===== config.mk =====
export PLATFORM = sky130hd
export DESIGN_NAME = acc_alu
export DESIGN_NICKNAME = d
export VERILOG_FILES = /design/src/rtl/acc_alu_pkg.sv /design/src/rtl/acc_alu_decode.sv /design/src/rtl/acc_alu_exec.sv /design/src/rtl/acc_alu.sv
export SDC_FILE = /design/constraint.sdc
export NUM_CORES = 1
export LEC_CHECK = 0
export BUFFER_PORTS_ARGS = -buffer_cell sky130_fd_sc_hd__clkbuf_2
export CORE_MARGIN = 2
export CORE_UTILIZATION = 50
export CTS_CLUSTER_SIZE = 8
export DETAILED_ROUTE_END_ITERATION = 10
export GPL_TIMING_DRIVEN = 0
export PLACE_DENSITY_LB_ADDON = 0.15
export REMOVE_ABC_BUFFERS = 1
export SKIP_CTS_REPAIR_TIMING = 1
export SLEW_MARGIN = 10
export SYNTH_ARGS = -nofsm -noshare
export SYNTH_HDL_FRONTEND = slang
export SYNTH_SLANG_ARGS = --single-unit

===== constraint.sdc =====
create_clock -name clk -period 5 [get_ports clk]
set_input_delay 0.5 -clock clk [delete_from_list [all_inputs] [get_ports clk]]
set_output_delay 0.5 -clock clk [all_outputs]
set_load 0.02 [all_outputs]

===== src/rtl/acc_alu_pkg.sv =====
package acc_alu_pkg;

    localparam int OP_W   = 8;
    localparam int MODE_W = 3;
    localparam int GRP_W  = OP_W - MODE_W;
    localparam int MODE_N = 1 << MODE_W;

    // Status byte positions that the rest of the core decodes
    localparam int C_POS = 0;
    localparam int Z_POS = 1;

    localparam logic [GRP_W-1:0] GRP_ADD = 5'b00010;
    localparam logic [GRP_W-1:0] GRP_AND = 5'b00100;

    typedef enum logic [1:0] {
        KIND_IDLE = 2'b00,
        KIND_EXEC = 2'b01,
        KIND_SHOW = 2'b10,
        KIND_BAD  = 2'b11
    } kind_e;

    typedef enum logic [1:0] {
        CLS_NOP = 2'b00,
        CLS_ADD = 2'b01,
        CLS_AND = 2'b10
    } cls_e;

endpackage


===== src/rtl/acc_alu_decode.sv =====
module acc_alu_decode
    import acc_alu_pkg::*;
(
    input  logic [OP_W-1:0] op,
    output cls_e            cls
);

    logic [MODE_N-1:0] add_hit;
    logic [MODE_N-1:0] and_hit;

    // Every addressing-mode variant maps onto the same class
    for (genvar m = 0; m < MODE_N; m++) begin : g_mode
        assign add_hit[m] = (op == {GRP_ADD, MODE_W'(m)});
        assign and_hit[m] = (op == {GRP_AND, MODE_W'(m)});
    end

    always_comb begin
        if (|add_hit) begin
            cls = CLS_ADD;
        end else if (|and_hit) begin
            cls = CLS_AND;
        end else begin
            cls = CLS_NOP;
        end
    end

endmodule


===== src/rtl/acc_alu_exec.sv =====
module acc_alu_exec
    import acc_alu_pkg::*;
#(
    parameter int DATA_W = 8
) (
    input  cls_e              cls,
    input  logic [DATA_W-1:0] acc,
    input  logic [DATA_W-1:0] stat,
    input  logic [DATA_W-1:0] mem,
    output logic [DATA_W-1:0] acc_nxt,
    output logic [DATA_W-1:0] stat_nxt
);

    localparam int SUM_W = DATA_W + 1;
    localparam int N_POS = DATA_W - 1;

    logic [SUM_W-1:0] sum;

    assign sum = {1'b0, acc} + {1'b0, mem} + SUM_W'(stat[C_POS]);

    always_comb begin
        acc_nxt  = acc;
        stat_nxt = stat;
        unique case (cls)
            CLS_ADD: begin
                acc_nxt         = sum[DATA_W-1:0];
                stat_nxt[C_POS] = sum[DATA_W];
            end
            CLS_AND: begin
                acc_nxt = acc & mem;
            end
            default: begin
                acc_nxt = acc;
            end
        endcase
        if (cls != CLS_NOP) begin
            stat_nxt[Z_POS] = (acc_nxt == '0);
            stat_nxt[N_POS] = acc_nxt[N_POS];
        end
    end

endmodule


===== src/rtl/acc_alu.sv =====
module acc_alu
    import acc_alu_pkg::*;
#(
    parameter int DATA_W = 8
) (
    input  logic              clk,
    input  logic              rst,
    input  logic [OP_W-1:0]   in_op,
    input  logic [DATA_W-1:0] in_mem,
    input  logic [1:0]        in_kind,
    output logic [DATA_W-1:0] out_acc,
    output logic [DATA_W-1:0] out_stat,
    output logic [DATA_W-1:0] out_x,
    output logic [DATA_W-1:0] out_y
);

    typedef struct packed {
        logic [DATA_W-1:0] acc;
        logic [DATA_W-1:0] xr;
        logic [DATA_W-1:0] yr;
        logic [DATA_W-1:0] stat;
        logic              pend_run;
        logic [OP_W-1:0]   pend_op;
        logic [DATA_W-1:0] pend_mem;
    } state_t;

    state_t st_d;
    state_t st_q;

    cls_e              pend_cls;
    logic [DATA_W-1:0] acc_nxt;
    logic [DATA_W-1:0] stat_nxt;

    acc_alu_decode u_decode (
        .op  (st_q.pend_op),
        .cls (pend_cls)
    );

    acc_alu_exec #(.DATA_W(DATA_W)) u_exec (
        .cls      (pend_cls),
        .acc      (st_q.acc),
        .stat     (st_q.stat),
        .mem      (st_q.pend_mem),
        .acc_nxt  (acc_nxt),
        .stat_nxt (stat_nxt)
    );

    always_comb begin
        st_d          = st_q;
        // capture stage: record taken this edge, executed on the next
        st_d.pend_run = (in_kind == KIND_EXEC);
        st_d.pend_op  = in_op;
        st_d.pend_mem = in_mem;
        // execute stage: the record captured on the previous edge
        if (st_q.pend_run) begin
            st_d.acc  = acc_nxt;
            st_d.stat = stat_nxt;
        end
    end

    always_ff @(posedge clk) begin
        if (rst) begin
            st_q <= '0;
        end else begin
            st_q <= st_d;
        end
    end

    assign out_acc  = st_q.acc;
    assign out_stat = st_q.stat;
    assign out_x    = st_q.xr;
    assign out_y    = st_q.yr;

endmodule


==> out/results.txt <==
Crit Path Class = reg -> reg
Slowest CP cell = a211oi_1
Port bufs = 27
GRT overflow = 0
Wirelength, routed = 3138 um
Netlist cell types = 48
Post-synth EDFFs = 0
Peak supply drop = 0.1563 mV
Most used cell, CP = o21ai_0
Crit start category = flop
PD cells = 230.9 nW/um^2
Post-synth ARST share = 0
RSZ-0062 raised after global routing = false
Initial Util = 0.5315
Final setup violation count = 0
Area Growth Syn to Fin = 1.518%
Final setup TNS = 0 ns
Die area = 3774 um^2
Fin crit share = 0.5170
Net Sw Frac = 0.3114
Site Rows = 20
Max-slew violation count = 0
Detail Route Antenna Nets = 0
Cts bufs inserted = 3
Largest net degree at the start of global routing = 24
Max transition margin = 0.6353
Crit-path cells = fa_1 -> a211oi_1 -> o21ai_0 -> o2111ai_1 -> mux2_2 -> o21ai_0 -> o31ai_2
Post-DR wirelength/cell = 12.60 um
Worst-path clk slew = 0.15 ns
CTS Buffer Depth = 2
Clk sinks = 25
Die extent in x = 61.43 um
Syn Std Cell Area = 1649 um^2
Routability congestion estimate = 0.8548
Synth top area share = 0.3035
Vias = 1,315
CTS tree = built
# diodes = 0
Most numerous cell in the Yosys netlist = buf_4
Most instantiated cells after synthesis = buf_4 (32), dfxtp_1 (25), nor2b_1 (16)
Synth Flop Type = dfxtp_1
Ys Warns = 0
Vias in the first global route = 1,201
Final #Nets = 236
Worst path required time = 5.24 ns
Total track usage = 0.1893
First-pass GRT wire length = 5299 um
Total Power = 0.0003866 W
Worst clock skew = 0.005253 ns
DP HPWL = 2312 um
Clk pwr share = 0.258
H-tree depth = 1
Max Cap Violations = 0
Critical Path Max Stage Delay = 0.51 ns
Drt initial violations = 63
Sequential fraction of the synthesis area = 0.3035
Sw power = 0.0001204 W
Cell taking the most area after synthesis = dfxtp_1
Die height = 61.43 um
Worst setup EP type = flop
Critical path arrival = 2.82 ns
Internal cell power = 0.0002662 W
Leakage power = 0.7445 nW
Routed vias/inst = 5.281
Io pins = 52
Area contributors post-synth = dfxtp_1 (30%), buf_4 (15%), ha_1 (6.1%)
Clock Latency Late Sink = 0.33 ns
CP Max Fanout = 4
Final min period = 2.585 ns
Worst min path class = in -> reg
Tightest Pin Transition = 0.5440 ns
Placeable Area = 3103 um^2
Syn Inst Count = 192
Initial antenna violation count = 0
Fin. Hold Viols = 0
Synth Register Bits = 25
Sequential power share = 0.558
Clock Tree Root = clkbuf_4
Pre-antenna DRT Iters = 4
Outcome = finished clean
Mean Syn Cell Area = 8.589 um^2
Fmax = 386.8 MHz
Remaining DRCs = 0
Share of layout cells above drive strength 1 = 0.1951
Part of the power in combinational logic = 0.184
[worst max-delay path: cells and delay by family (launching register included)]
kind                     cells  cell delay [ns]
AO/OA/AOI/OAI                5             1.29
flip-flops                   1             0.38
multiplexers                 1             0.36
adder cells (fa/ha/maj)      1             0.47
[state kept, by name (all words and copies together), names as in the netlist]
register  count
st_q         14
out_acc       8
out_stat      3
[routing by layer]
layer	up-vias	wire length, um	global-route usage
met4	0	9	0.03040
met5	-	0	0
met1	598	1383	0.2468
li1	640	-	-
met2	74	1460	0.3222
met3	3	285	0.05042
[final cells by class]
class	instances	area (um^2)
Clock inverter	1	8.758
Clock buffer	3	22.52
Multi-Input combinational cell	139	914.6
Fill cell	301	1429
Timing Repair Buffer	27	135.1
Tap cell	44	55.05
Sequential cell	25	500.5
Inverter	10	37.54
[cells in the final DEF, fill, tap and decap left out, drive strengths merged, types with 2 or more instances in the layout]
cell | Yosys | layout
and2 | 3 | 3
xnor2 | 3 | 3
nand3 | 4 | 4
o2111ai | 2 | 2
nor3b | 2 | 2
nand2 | 7 | 7
or3 | 3 | 3
nor2b | 16 | 16
fa | 2 | 2
o211a | 2 | 2
a22oi | 3 | 3
nor3 | 3 | 3
ha | 8 | 8
inv | 10 | 11
nor2 | 13 | 13
o211ai | 4 | 4
dfxtp | 25 | 25
o21a | 2 | 2
o21ai | 8 | 8
conb | 1 | 21
clkbuf | 4 | 30
nand2b | 4 | 4
a21oi | 10 | 10
[metrics by stage]
step	setup slack, ns	util	cell area, um^2	cells	hold WS, ns
final	2.415	0.5395	1674	249	0.3019
after global routing	2.263	0.5395	1674	249	0.2975
after CTS	2.427	0.5395	1674	249	0.2884
after detailed placement	2.463	0.5294	1643	245	0.4815
after global placement	2.455	0.5294	1643	245	0.4712
after floorplan	2.684	-	1453	174	0.5606
[power groups by stage]
stage / sequential (W) / combinational (W) / clock [W]
final: 0.000216 / 0.0000711 / 0.0000999
after global routing: 0.000217 / 0.0000810 / 0.000110
after CTS: 0.000215 / 0.0000706 / 0.000104
after detailed placement: 0.000220 / 0.0000701 / 0
after global placement: 0.000220 / 0.0000681 / 0
after floorplan: 0.000220 / 0.0000497 / 0
[final timing paths]
path / from / endpoint / slack (ns) / cells after the start
max reg2reg: out_acc[0] / out_stat[1] / 2.41 / 7
min: in_kind[1] / st_q[16] / 0.30 / 2
min reg2reg: out_stat[1] / out_stat[1] / 0.50 / 2
max: out_acc[0] / out_stat[1] / 2.41 / 7
[cell families after synthesis]
| logic type | count (synthesis) | synth area share |
|---|---|---|
| DFF | 25 | 0.3035 |
| and+or+nand+nor | 59 | 0.2033 |
| xor gates and xnor gates | 4 | 0.02125 |
| other | 1 | 0.002274 |
| muxes | 1 | 0.006828 |
| buffers and inverters | 48 | 0.1874 |
| adders and majority gates | 10 | 0.08498 |
| AOI/OAI and AO/OA | 44 | 0.1905 |
Note: power is estimated with default switching activity, not from simulation.
